File: config.mk
export PLATFORM = sky130hd
export DESIGN_NAME = fault_ram_emu
export DESIGN_NICKNAME = d
export VERILOG_FILES = /design/src/rtl/fault_ram_pkg.sv /design/src/rtl/fault_ram_cfg.sv /design/src/rtl/fault_ram_store.sv /design/src/rtl/fault_ram_rdport.sv /design/src/rtl/fault_ram_emu.sv
export SDC_FILE = /design/constraint.sdc
export NUM_CORES = 1
export LEC_CHECK = 0
export CORE_ASPECT_RATIO = 0.9
export CORE_MARGIN = 3
export CORE_UTILIZATION = 30
export CTS_BUF_LIST = sky130_fd_sc_hd__clkbuf_8
export CTS_CLUSTER_SIZE = 24
export DETAILED_ROUTE_END_ITERATION = 8
export GPL_TIMING_DRIVEN = 0
export SLEW_MARGIN = 25
export SYNTH_ARGS = -nofsm -noshare
export SYNTH_HDL_FRONTEND = slang
export SYNTH_SLANG_ARGS = --single-unit
File: constraint.sdc
create_clock -name clk -period 4.25 [get_ports clk]
set_input_delay 0.6375 -clock clk [delete_from_list [all_inputs] [get_ports clk]]
set_output_delay 0.6375 -clock clk [all_outputs]
set_load 0.005 [all_outputs]
File: src/rtl/fault_ram_pkg.sv
package fault_ram_pkg;

  typedef enum logic [3:0] {
    FK_NONE       = 4'd0,
    FK_SA0        = 4'd1,
    FK_SA1        = 4'd2,
    FK_TF_UP      = 4'd3,
    FK_TF_DN      = 4'd4,
    FK_CF_INV     = 4'd5,
    FK_CF_IDEM    = 4'd6,
    FK_CF_STATE   = 4'd7,
    FK_RD_DISTURB = 4'd8
  } fault_kind_e;

  // Value a victim write actually leaves in the cell under a transition rule.
  function automatic logic victim_write_val(input logic [3:0] kind,
                                            input logic old_v,
                                            input logic din);
    logic res;
    res = din;
    if (kind == FK_TF_UP && !old_v && din) res = 1'b0;
    if (kind == FK_TF_DN && old_v && !din) res = 1'b1;
    return res;
  endfunction

  // True when a write moves the aggressor from old_v to din and ends at pol.
  function automatic logic aggr_edge_hit(input logic old_v,
                                         input logic din,
                                         input logic pol);
    return (old_v != din) && (din == pol);
  endfunction

endpackage

File: src/rtl/fault_ram_cfg.sv
module fault_ram_cfg #(
  parameter int ADDR_W = 6
) (
  input  logic              clk,
  input  logic              rst_n,
  input  logic              sample,
  input  logic              en_in,
  input  logic [3:0]        kind_in,
  input  logic [ADDR_W-1:0] victim_in,
  input  logic [ADDR_W-1:0] aggr_in,
  input  logic              pol_in,
  input  logic              force_in,
  output logic              flt_on,
  output logic [3:0]        kind_q,
  output logic [ADDR_W-1:0] victim_q,
  output logic [ADDR_W-1:0] aggr_q,
  output logic              pol_q,
  output logic              force_q
);
  logic en_q;

  always_ff @(posedge clk) begin
    if (!rst_n) begin
      en_q     <= 1'b0;
      kind_q   <= 4'd0;
      victim_q <= '0;
      aggr_q   <= '0;
      pol_q    <= 1'b0;
      force_q  <= 1'b0;
    end else if (sample) begin
      en_q     <= en_in;
      kind_q   <= kind_in;
      victim_q <= victim_in;
      aggr_q   <= aggr_in;
      pol_q    <= pol_in;
      force_q  <= force_in;
    end
  end

  assign flt_on = en_q && (kind_q != 4'd0);
endmodule

File: src/rtl/fault_ram_store.sv
module fault_ram_store
  import fault_ram_pkg::*;
#(
  parameter int CELLS  = 64,
  parameter int ADDR_W = 6
) (
  input  logic              clk,
  input  logic              rst_n,
  input  logic [ADDR_W-1:0] addr,
  input  logic              wr_en,
  input  logic              rd_fire,
  input  logic              wr_data,
  input  logic              flt_on,
  input  logic [3:0]        kind,
  input  logic [ADDR_W-1:0] victim,
  input  logic [ADDR_W-1:0] aggr,
  input  logic              pol,
  input  logic              force_v,
  output logic [CELLS-1:0]  mem_q,
  output logic              cpl_fire,
  output logic              disturb_fire,
  output logic              tf_block
);
  logic [CELLS-1:0] mem_d;
  logic             vic_wval;
  logic             aggr_nxt;
  logic             is_coupling;

  assign vic_wval    = victim_write_val(kind, mem_q[victim], wr_data);
  assign aggr_nxt    = (wr_en && addr == aggr) ? wr_data : mem_q[aggr];
  assign is_coupling = (kind == FK_CF_INV) || (kind == FK_CF_IDEM);

  assign cpl_fire = flt_on && is_coupling && wr_en && (addr == aggr) &&
                    (aggr != victim) && aggr_edge_hit(mem_q[aggr], wr_data, pol);
  assign disturb_fire = flt_on && (kind == FK_RD_DISTURB) && rd_fire &&
                        (addr == victim);
  assign tf_block = flt_on && wr_en && (addr == victim) &&
                    (kind == FK_TF_UP || kind == FK_TF_DN) && (vic_wval != wr_data);

  for (genvar i = 0; i < CELLS; i++) begin : g_cell
    logic is_vic;
    logic nxt;
    assign is_vic = flt_on && (victim == ADDR_W'(i));
    always_comb begin
      nxt = mem_q[i];
      if (wr_en && addr == ADDR_W'(i)) nxt = is_vic ? vic_wval : wr_data;
      if (is_vic) begin
        if (cpl_fire) nxt = (kind == FK_CF_INV) ? ~mem_q[i] : force_v;
        if (disturb_fire) nxt = ~mem_q[i];
        case (kind)
          FK_SA0:      nxt = 1'b0;
          FK_SA1:      nxt = 1'b1;
          FK_CF_STATE: if (aggr_nxt == pol && aggr != victim) nxt = force_v;
          default:     ;
        endcase
      end
    end
    assign mem_d[i] = nxt;
  end

  always_ff @(posedge clk) begin
    if (!rst_n) mem_q <= '0;
    else        mem_q <= mem_d;
  end
endmodule

File: src/rtl/fault_ram_rdport.sv
module fault_ram_rdport (
  input  logic clk,
  input  logic rst_n,
  input  logic rd_fire,
  input  logic rd_bit,
  output logic rd_data
);
  always_ff @(posedge clk) begin
    if (!rst_n)       rd_data <= 1'b0;
    else if (rd_fire) rd_data <= rd_bit;
  end
endmodule

File: src/rtl/fault_ram_emu.sv
module fault_ram_emu #(
  parameter int ROWS = 8,
  parameter int COLS = 8
) (
  input  logic       clk,
  input  logic       rst_n,
  input  logic [5:0] addr,
  input  logic       wr_en,
  input  logic       rd_en,
  input  logic       wr_data,
  output logic       rd_data,
  input  logic       flt_en,
  input  logic [3:0] flt_kind,
  input  logic [5:0] flt_victim,
  input  logic [5:0] flt_aggr,
  input  logic       flt_pol,
  input  logic       flt_force
);
  localparam int CELLS  = ROWS * COLS;
  localparam int ADDR_W = $clog2(CELLS);

  logic              rd_fire;
  logic              cfg_sample;
  logic              flt_on;
  logic [3:0]        kind_q;
  logic [ADDR_W-1:0] victim_q;
  logic [ADDR_W-1:0] aggr_q;
  logic              pol_q;
  logic              force_q;
  logic [CELLS-1:0]  mem_q;
  logic              cpl_fire;
  logic              disturb_fire;
  logic              tf_block;
  logic              victim_bit;

  assign rd_fire    = rd_en && !wr_en;
  assign cfg_sample = !rd_en && !wr_en;

  fault_ram_cfg #(.ADDR_W(ADDR_W)) cfg_i (
    .clk(clk), .rst_n(rst_n), .sample(cfg_sample),
    .en_in(flt_en), .kind_in(flt_kind), .victim_in(flt_victim),
    .aggr_in(flt_aggr), .pol_in(flt_pol), .force_in(flt_force),
    .flt_on(flt_on), .kind_q(kind_q), .victim_q(victim_q),
    .aggr_q(aggr_q), .pol_q(pol_q), .force_q(force_q)
  );

  fault_ram_store #(.CELLS(CELLS), .ADDR_W(ADDR_W)) store_i (
    .clk(clk), .rst_n(rst_n), .addr(addr), .wr_en(wr_en),
    .rd_fire(rd_fire), .wr_data(wr_data), .flt_on(flt_on),
    .kind(kind_q), .victim(victim_q), .aggr(aggr_q), .pol(pol_q),
    .force_v(force_q), .mem_q(mem_q), .cpl_fire(cpl_fire),
    .disturb_fire(disturb_fire), .tf_block(tf_block)
  );

  fault_ram_rdport rdport_i (
    .clk(clk), .rst_n(rst_n), .rd_fire(rd_fire),
    .rd_bit(mem_q[addr]), .rd_data(rd_data)
  );

  assign victim_bit = mem_q[victim_q];
endmodule

# [Word level (Yosys, flattened, before mapping)]
# Cells that the tools add are included.
# W data, S select, Z words.
[op_classes] n_eq_ne=140 n_reduce_logical=154 n_lt_le_gt_ge=3 muxes=521 n_bitwise=64
[ops] cell="$mux W1" n=454
[ops] cell="$eq A6 B6 Y1 const B" n=64
[ops] cell="$eq A6 B5 Y1 const B" n=32
[ops] cell="$pmux W1 S3" n=64
[ops] cell="$logic_and A1 B1 Y1" n=146
[ops] cell="$eq A6 B4 Y1 const B" n=16
[ops] cell="$not A1 Y1" n=64
[ops] cell="$eq A6 B3 Y1 const B" n=8
[ops] cell="$eq A6 B2 Y1 const B" n=4
[ops] cell="$lt A6 B7 Y1 const B" n=3
[ops] cell="$bmux W1 S6" n=3
[ops] cell="$eq A4 B3 Y1 const B" n=4
[ops] cell="$eq A6 B1 Y1 const B" n=2
[ops] cell="$eq A6 B6 Y1" n=2
[ops] cell="$logic_not A6 Y1" n=2
[ops] cell="$eq A4 B2 Y1 const B" n=2
[ops] cell="$ne A6 B6 Y1" n=1
[ops] cell="$eq A4 B1 Y1 const B" n=1
[ops] cell="$eq A4 B4 Y1 const B" n=1
[ops] cell="$logic_not A1 Y1" n=4
[ops] cell="$reduce_bool A4 Y1" n=1
[ops] cell="$eq A1 B1 Y1" n=2
[ops] cell="$logic_or A1 B1 Y1" n=1
[ops] cell="$ne A1 B1 Y1" n=1
[word_totals] word_cells=890 input_bits=30 reg_bits=84

# [Longest topological paths before layout]
# Gate-level depths: netlist of run 1.
[depth] depth_word=14 mapped_depth=14 depth_no_buf=10

# [Hierarchy]
# A second synthesis of run 1 with hierarchy kept.
[hier_totals] cells_unflattened=1213 hier_area_um2=9176.3
[modules_own_cells] module="fault_ram_store" n_inst=1 cells_each=1107 seq_area_each_um2=1281.2 area_each_um2=7802.5
[modules_own_cells] module="fault_ram_cfg" n_inst=1 cells_each=61 seq_area_each_um2=380.4 area_each_um2=735.7
[modules_own_cells] module="fault_ram_emu" n_inst=1 cells_each=42 seq_area_each_um2=0.0 area_each_um2=601.8
[modules_own_cells] module="fault_ram_rdport" n_inst=1 cells_each=3 seq_area_each_um2=20.0 area_each_um2=36.3

# [Least setup slack after synthesis of run 1]
# Ideal clock, no wire load.
[synth_path] path_kind="input to register" start="input port addr[0]" end="register rdport_i.rd_data" arrival_ns=3.154 cell_stages=7 slack_ns=0.980 n_path_buf=2 path_cell_list="clkbuf_1 -> buf_1 -> mux4_2 -> mux4_2 -> mux4_2 -> mux2i_1 -> nor2b_1"
[synth_between] elab_chain_cells=2
[synth_lines] item="start: declaration" line_no="fault_ram_emu.sv:7" text="input logic [5:0] addr,"
[synth_lines] item="$bmux W1 S6" line_no="fault_ram_emu.sv:57" text=".rd_bit(mem_q[addr]), .rd_data(rd_data)"
[synth_lines] item="$mux W1 (not written as such)" line_no="fault_ram_emu.sv:57"
[synth_lines] item="end signal: assignment" line_no="fault_ram_rdport.sv:10" text="else if (rd_fire) rd_data <= rd_bit;"
[synth_lines] item="end: declaration" line_no="fault_ram_rdport.sv:6" text="output logic rd_data"
# Every way passes these cells. The select of a mux whose other input is x is not followed.
# A chain may end at the register's enable or synchronous reset.

# [Worst setup path after layout of run 1]
[layout_path] start="register cfg_i.aggr_q[2]" end="register store_i.mem_q[6]"
[layout_between] elab_chain_cells=10 elab_cells_between_ends=18
[layout_lines] item="start: declaration" line_no="fault_ram_cfg.sv:16" text="output logic [ADDR_W-1:0] aggr_q,"
[layout_lines] item="start signal: assignment" line_no="fault_ram_cfg.sv:34" text="aggr_q <= aggr_in;"
[layout_lines] item="$bmux W1 S6" line_no="fault_ram_store.sv:30, fault_ram_store.sv:34"
[layout_lines] item="$mux W1 (not written as such)" line_no="fault_ram_store.sv:30, fault_ram_store.sv:34"
[layout_lines] item="$ne A1 B1 Y1" line_no="fault_ram_pkg.sv:30" text="return (old_v != din) && (din == pol);"
[layout_lines] item="$logic_and A1 B1 Y1" line_no="fault_ram_pkg.sv:30"
[layout_lines] item="$logic_and A1 B1 Y1" line_no="fault_ram_store.sv:34" text="(aggr != victim) && aggr_edge_hit(mem_q[aggr], wr_data, pol);"
[layout_lines] item="$mux W1" line_no="fault_ram_store.sv:48" text="if (cpl_fire) nxt = (kind == FK_CF_INV) ? ~mem_q[i] : force_v;"
[layout_lines] item="$mux W1" line_no="fault_ram_store.sv:49" text="if (disturb_fire) nxt = ~mem_q[i];"
[layout_lines] item="$mux W1" line_no="fault_ram_store.sv:53" text="FK_CF_STATE: if (aggr_nxt == pol && aggr != victim) nxt = force_v;"
[layout_lines] item="$pmux W1 S3 (*)" line_no="fault_ram_store.sv:50" text="case (kind)"
[layout_lines] item="$mux W1 (*)" line_no="fault_ram_store.sv:47" text="if (is_vic) begin"
[layout_lines] item="end signal: assignment" line_no="fault_ram_store.sv:63" text="else mem_q <= mem_d;"
[layout_lines] item="end: declaration" line_no="fault_ram_store.sv:19" text="output logic [CELLS-1:0] mem_q,"
# Mark *: on every way between the ends. The rest lies on a longest branch, timed or not. The select of a mux whose other input is x is not followed.

==> results of run 1 <==
## flip-flops by register name, summed over array words and instances, names as in the netlist
name and count:
store_i.mem_q 64, cfg_i.aggr_q 6, cfg_i.victim_q 6, cfg_i.kind_q 4
cfg_i.en_q 1, cfg_i.force_q 1, cfg_i.pol_q 1, rdport_i.rd_data 1
## cell usage after synthesis, drive strengths merged
master   number
and4          2
and2b         1
inv           4
nand3b        6
or3b          1
and2         66
nor2b        10
buf          52
a2bb2oi       1
a211o         1
nor4          3
o21a          2
mux4         45
o41ai         2
nor3b         3
o22a          1
o2111ai       1
o21ai        68
o31ai         2
a21boi       19
a31oi       132
xor2         15
nand2b        4
clkbuf       75
a22oi         5
a21oi        70
nor3          6
nand3        16
or2           2
o211ai       64
nor2        210
a2111oi       1
nand2        77
mux2i        86
dfxtp        84
and3          5
nand4         5
o21bai        1
a211oi       64
a221o         1
a311oi        1
xnor2         7
## power breakdown
group | total (mW) | internal, mW | switching [mW]
sequential | 0.813 | 0.800 | 0.0139
combinational | 0.411 | 0.136 | 0.275
clock | 0.644 | 0.294 | 0.350
## cells by family after synthesis
family | after synthesis | share of synthesized area [%]
compound gates | 436 | 32.4
buf+inv | 131 | 6.89
flops | 84 | 18.1
mux | 131 | 20.2
xor+xnor | 22 | 2.07
simple gates | 417 | 20.4
## worst max-delay path by stage
stage                                          endpoint  slack [ps]  depth (start not counted)
after floorplan           rdport_i.rd_data$_SDFFE_PN0P_         980                          7
final                       store_i.mem_q[6]$_SDFF_PN0_         370                         14
after global placement      store_i.mem_q[6]$_SDFF_PN0_         0.9                          9
after global routing       store_i.mem_q[11]$_SDFF_PN0_         220                         14
after detailed placement   store_i.mem_q[45]$_SDFF_PN0_         350                         11
after CTS                  store_i.mem_q[51]$_SDFF_PN0_         540                         14
## layout by cell type, fill, tap and decap left out, drive strengths merged, types with 2 or more instances in the layout
cell           synthesis  routed
and3                   5       5
nor3                   6       6
nand3b                 6       6
and2                  66      66
a21oi                 70      70
nand4                  5       5
nand3                 16      16
a31oi                132     132
mux2i                 86      86
o31ai                  2       2
o41ai                  2       2
nor3b                  3       3
and4                   2       2
clkdlybuf4s50          0      23
clkbuf                75      86
nand2                 77      77
o211ai                64      64
nand2b                 4       4
buf                   52      53
dfxtp                 84      84
o21a                   2       2
nor4                   3       3
xnor2                  7       7
or2                    2       2
nor2b                 10      10
xor2                  15      15
a211oi                64      64
mux4                  45      45
a22oi                  5       5
a21boi                19      19
inv                    4       5
o21ai                 68      68
nor2                 210     210
## metal layers
| layer | routed length, um | global-route usage (%) | vias to the layer above | share of wire [%] |
|---|---|---|---|---|
| li1 | - | - | 4648 | - |
| met1 | 16300 | 32.2 | 4969 | 41 |
| met2 | 15900 | 31.7 | 715 | 40 |
| met3 | 5430 | 8.68 | 135 | 14 |
| met4 | 2000 | 10.1 | 2 | 5.1 |
| met5 | 7 | 0 | - | 0.018 |
## critical path, cell delays in order, from the launching register on
cell and delay, ps:
dfxtp_1 330, buf_6 170, buf_6 190, mux2i_1 110, a22oi_1 210, nand2_1 70, o21ai_0 590, o21bai_1 210
nand2_1 120, xnor2_1 70, a31oi_1 190, o22a_1 160, clkbuf_1 610, clkbuf_1 510, a31oi_1 160
## per-stage QoR
stage	std cells	hold slack, ps
after detailed placement	1648	497
after floorplan	1221	465
after global placement	1647	493
after CTS	1662	508
final	1663	510
after global routing	1662	553
## area by class of cell
cell class / count / area, um2
fill: 3193 / 19900
timing repair buffer: 24 / 241
buffer: 127 / 626
multi-input combinational: 1006 / 6980
clock buffer: 11 / 151
clock inverter: 3 / 38.8
antenna: 1 / 2.50
inverter: 4 / 15.0
tap: 403 / 504
sequential: 84 / 1680
==> flow_summary.ini, run 1 <==
[outcome]
status = finished clean

[timing]
skew_ps = 21.0
tns_ps = 0
period_needed_ps = 3880
worstMarginPinSlew_ps = 1000
max_slew_margin_pct = 33.0
period_share_pct = 91.2
clock.fmax_ghz = 0.258
timing.final.ws_setup_ps = 374
setup_viol = 0
rsz0062_at_grt = no
finalHoldViolCount = 0
drv_slew = 0

[floorplan]
core_um2 = 30200
fp-row-count = 60
die_w_um = 192
num_io_pins = 31
die-height_um = 173
dieArea_um2 = 33100
start_util_pct = 30.8

[global_routing]
grt_remaining_overflow = 0
grt_pass1_vias = 9537
antenna_found_initial = 1
grt_pass1_wl_mm = 59.0
grt_max_degree = 13
track_usage_pct = 23.2

[worst_setup_path]
r2r_end = store_i.mem_q[6]$_SDFF_PN0_
crit_type = reg -> reg
reg2reg_from = cfg_i.aggr_q[2]$_SDFFE_PN0P_
r2r_slack_ps = 370
critPathArrivalTime_ps = 4150
cp.required_ps = 4520
critPathLaunchType = flop
crit_fanout = 10
crit_start = cfg_i.aggr_q[2]$_SDFFE_PN0P_
reg2regPathDepth = 14
end_kind = flop

[clock_tree]
hold_buffers = 0
cts_max_level = 3
cts_tree = yes
cts_resized = 0
insertion_delay_ps = 440
root_buffer = clkbuf_8
clk_path_buf_depth = 2
cts_sinks = 84
post_cts_buffers = 0
cts_buffers = 9
path_clk_slew_ps = 80

[drt]
drtIter0Drc = 1578
post-route-drc-count = 0
routedWlPerCell_um = 23.8
vias_per_cell = 6.30
firstDrtPassIters = 9
drt_wl_total_mm = 39.7
via_count = 10500
drtAntennaViolNets = 0

[worst_hold_path]
min_from = cfg_i.en_q$_SDFFE_PN0P_
hp-class = reg -> reg
worstHoldPathCells = 2
min_to = cfg_i.en_q$_SDFFE_PN0P_

[final_layout]
fin_nets = 1286
drive_gt1_share_pct = 12.1
final_core_util_pct = 33.9
final_cell_area_um2 = 10200
area_delta_synth_final_pct = 10.2

[synth]
yosys_warnings = 0
yosys.area.top_type = dfxtp_1
synth_nets = 1251
synthTopCellsByArea = dfxtp_1 (18%), mux4_2 (11%), mux2i_1 (9.3%)
avgSynthCellArea_um2 = 7.61
yosysSeqAreaShare_pct = 18.1
synthDistinctLibCells = 51
syn-cell-area_um2 = 9300
ys_seq_elements = 84
synth_top_area_share_pct = 18.1
netlist_instances = 1221

[placement]
io_buffers = 23
gp_congestion = 0.989
placed_area_um2 = 10000
hpwlAfterDp_mm = 27.5
post-place-ws_ps = 346

[pwr]
p_total_mw = 1.87
cellLeakagePower_nw = 2.94
power.density_nw_per_um2 = 182
peakVddDrop_mv = 0.173

[run]
max_cap_violations = 0
Note: power is estimated with default switching activity, not from simulation.
==> run 2: changes to the inputs <==
--- a/config.mk
+++ b/config.mk
@@ -5,6 +5,7 @@
 export SDC_FILE = /design/constraint.sdc
 export NUM_CORES = 1
 export LEC_CHECK = 0
+export ABC_CLOCK_PERIOD_IN_PS = 4250
 export CORE_ASPECT_RATIO = 0.9
 export CORE_MARGIN = 3
 export CORE_UTILIZATION = 30
@@ -12,7 +13,6 @@
 export CTS_CLUSTER_SIZE = 24
 export DETAILED_ROUTE_END_ITERATION = 8
 export GPL_TIMING_DRIVEN = 0
-export SLEW_MARGIN = 25
 export SYNTH_ARGS = -nofsm -noshare
 export SYNTH_HDL_FRONTEND = slang
 export SYNTH_SLANG_ARGS = --single-unit
==> run 2 against run 1 <==
Compared with the run above:
- via count hardly changed
- clock power rose by 19%
- sequential cell count unchanged
- count of clock-buffer cells in the layout decreased by 1
- non-clock buffer count did not move
- critical path type unchanged
==> flow_summary.ini, run 2 (synthesis gave the netlist of run 1 again) <==
[global_routing]
grt_util_met3_pct = 7.58
grt_pass1_vias = 9564
grt_remaining_overflow = 0
grt_pass1_wl_mm = 58.8
track_usage_pct = 23.0
grt_util_met1_pct = 31.8
met2_usage_pct = 32.0
antenna_found_initial = 1
top_usage_layer = met2
grt_max_degree = 15

[timing]
setup_viol = 0
drv_slew = 0
period_share_pct = 91.4
clock.fmax_ghz = 0.258
rsz0062_at_grt = no
finalHoldViolCount = 0
skew_ps = 26.4
worstMarginPinSlew_ps = 1060
tns_ps = 0
max_slew_margin_pct = 29.1
period_needed_ps = 3880

[worst_setup_path]
cpMaxStageDelayCell = o21ai_0
critPathLaunchType = flop
critPathArrivalTime_ps = 4150
crit_type = reg -> reg
reg2reg_from = cfg_i.aggr_q[0]$_SDFFE_PN0P_
slowest_delay_ps = 610
r2r_end = store_i.mem_q[29]$_SDFF_PN0_
crit_start = cfg_i.aggr_q[0]$_SDFFE_PN0P_
crit_fanout = 10
cp_cell_sequence = buf_4, nor2b_1, a22oi_1, nand2_1, o21ai_0, o21bai_1, nand2_1, xnor2_1, a31oi_1, o22a_1, clkbuf_1, clkbuf_1, a31oi_1
r2r_slack_ps = 370
cp.required_ps = 4520
end_kind = flop
reg2regPathDepth = 13

[clock_tree]
post_cts_buffers = 0
insertion_delay_ps = 410
clk_path_buf_depth = 2
cts_tree = yes
root_buffer = clkbuf_8
cts_buffers = 9
path_clk_slew_ps = 100
hold_buffers = 0
cts_sinks = 84
cts_resized = 0
cts_max_level = 3

[drt]
drtIter0Drc = 1330
firstDrtPassIters = 6
drt_wl_total_mm = 39.6
drtAntennaViolNets = 0
vias_per_cell = 6.29
post-route-drc-count = 0
via_count = 10500
routedWlPerCell_um = 23.8

[final_layout]
largest_reg_flops = 64
reg.largest.list = store_i.mem_q (64), cfg_i.aggr_q (6), cfg_i.victim_q (6)
final_cell_area_um2 = 10300
final_core_util_pct = 34.1
mostFrequentLayoutCell = nor2_1
fin_nets = 1286
fill_cells = 3202
num_antenna_cells = 0
final_cell_mix = nor2_1 (209), a31oi_1 (131), mux2i_1 (86)
drive_gt1_share_pct = 12.3
area_delta_synth_final_pct = 10.8
top_register = store_i.mem_q

[floorplan]
die-height_um = 173
core_um2 = 30200
fp-row-count = 60
dieArea_um2 = 33100
start_util_pct = 30.8
num_io_pins = 31
die_w_um = 192

[pwr]
cellLeakagePower_nw = 2.96
intPower_mw = 1.34
combPwrFrac_pct = 20.7
power.density_nw_per_um2 = 193
power_frac_seq_pct = 40.9
clkPwrFrac_pct = 38.4
power_switching_mw = 0.648
peakVddDrop_mv = 0.174
swShare_pct = 32.5

[placement]
placed_area_um2 = 10100
hpwlAfterDp_mm = 27.5
io_buffers = 23
gp_congestion = 0.989

[outcome]
status = finished clean

[worst_hold_path]
worstHoldPathCells = 2
hp-class = reg -> reg
min_from = cfg_i.en_q$_SDFFE_PN0P_
min_to = cfg_i.en_q$_SDFFE_PN0P_

[run]
max_cap_violations = 0
run 2: changes by cell type in the layout (fill, tap and decap cells not counted):
cell	before	now
buf_6	14	13
diode_2	1	0
bufinv_16	1	3
clkinvlp_4	0	1
inv_1	5	4
clkinv_4	0	1
clkbuf_8	11	10
buf_8	0	1
run 2: through the flow:
stage,worst slack (ps),power (mW),cells,hold WS [ps]
after floorplan,980,1.09,1221,465
after global placement,0.906,1.22,1647,493
after detailed placement,323,1.23,1648,497
after CTS,537,1.98,1664,507
after global routing,251,2.05,1664,552
final,367,1.99,1664,508
run 2: critical path, delay by kind of cell, from the launching register on:
kind	cells	cell delay, ps
buf+inv	3	1350
xor+xnor	1	70
flops	1	440
simple gates	3	320
compound gates	6	1540
run 2: final cells by class:
cell class	count	area [um2]	share of cell area [%]
clock buffer	10	138	1.34
clock inverter	6	111	1.08
inverter	4	15.0	0.146
sequential	84	1680	16.3
buffer	127	626	6.07
multi-input combinational	1006	6980	67.8
tap	403	504	4.89
timing repair buffer	24	245	2.38
run 2: per-layer routing:
layer | vias to the layer above | part of all wire [%] | wire (um)
met5 | - | 0.033 | 13
met4 | 2 | 5.5 | 2190
met3 | 149 | 13 | 5220
met2 | 751 | 40 | 16000
met1 | 4914 | 41 | 16200
li1 | 4650 | - | -
run 2: how the worst max path moves through the flow:
stage	slack (ps)	end
after floorplan	980	rdport_i.rd_data$_SDFFE_PN0P_
after global placement	0.9	store_i.mem_q[6]$_SDFF_PN0_
after detailed placement	320	store_i.mem_q[57]$_SDFF_PN0_
after CTS	540	store_i.mem_q[13]$_SDFF_PN0_
after global routing	250	store_i.mem_q[14]$_SDFF_PN0_
final	370	store_i.mem_q[29]$_SDFF_PN0_
run 2: power groups by stage:
stage	combinational (mW)	sequential (mW)	clock (mW)
floorplan	0.265	0.825	0
global route	0.434	0.815	0.801
finish	0.413	0.814	0.764
CTS	0.399	0.813	0.767
global placement	0.394	0.831	0
detailed placement	0.398	0.831	0
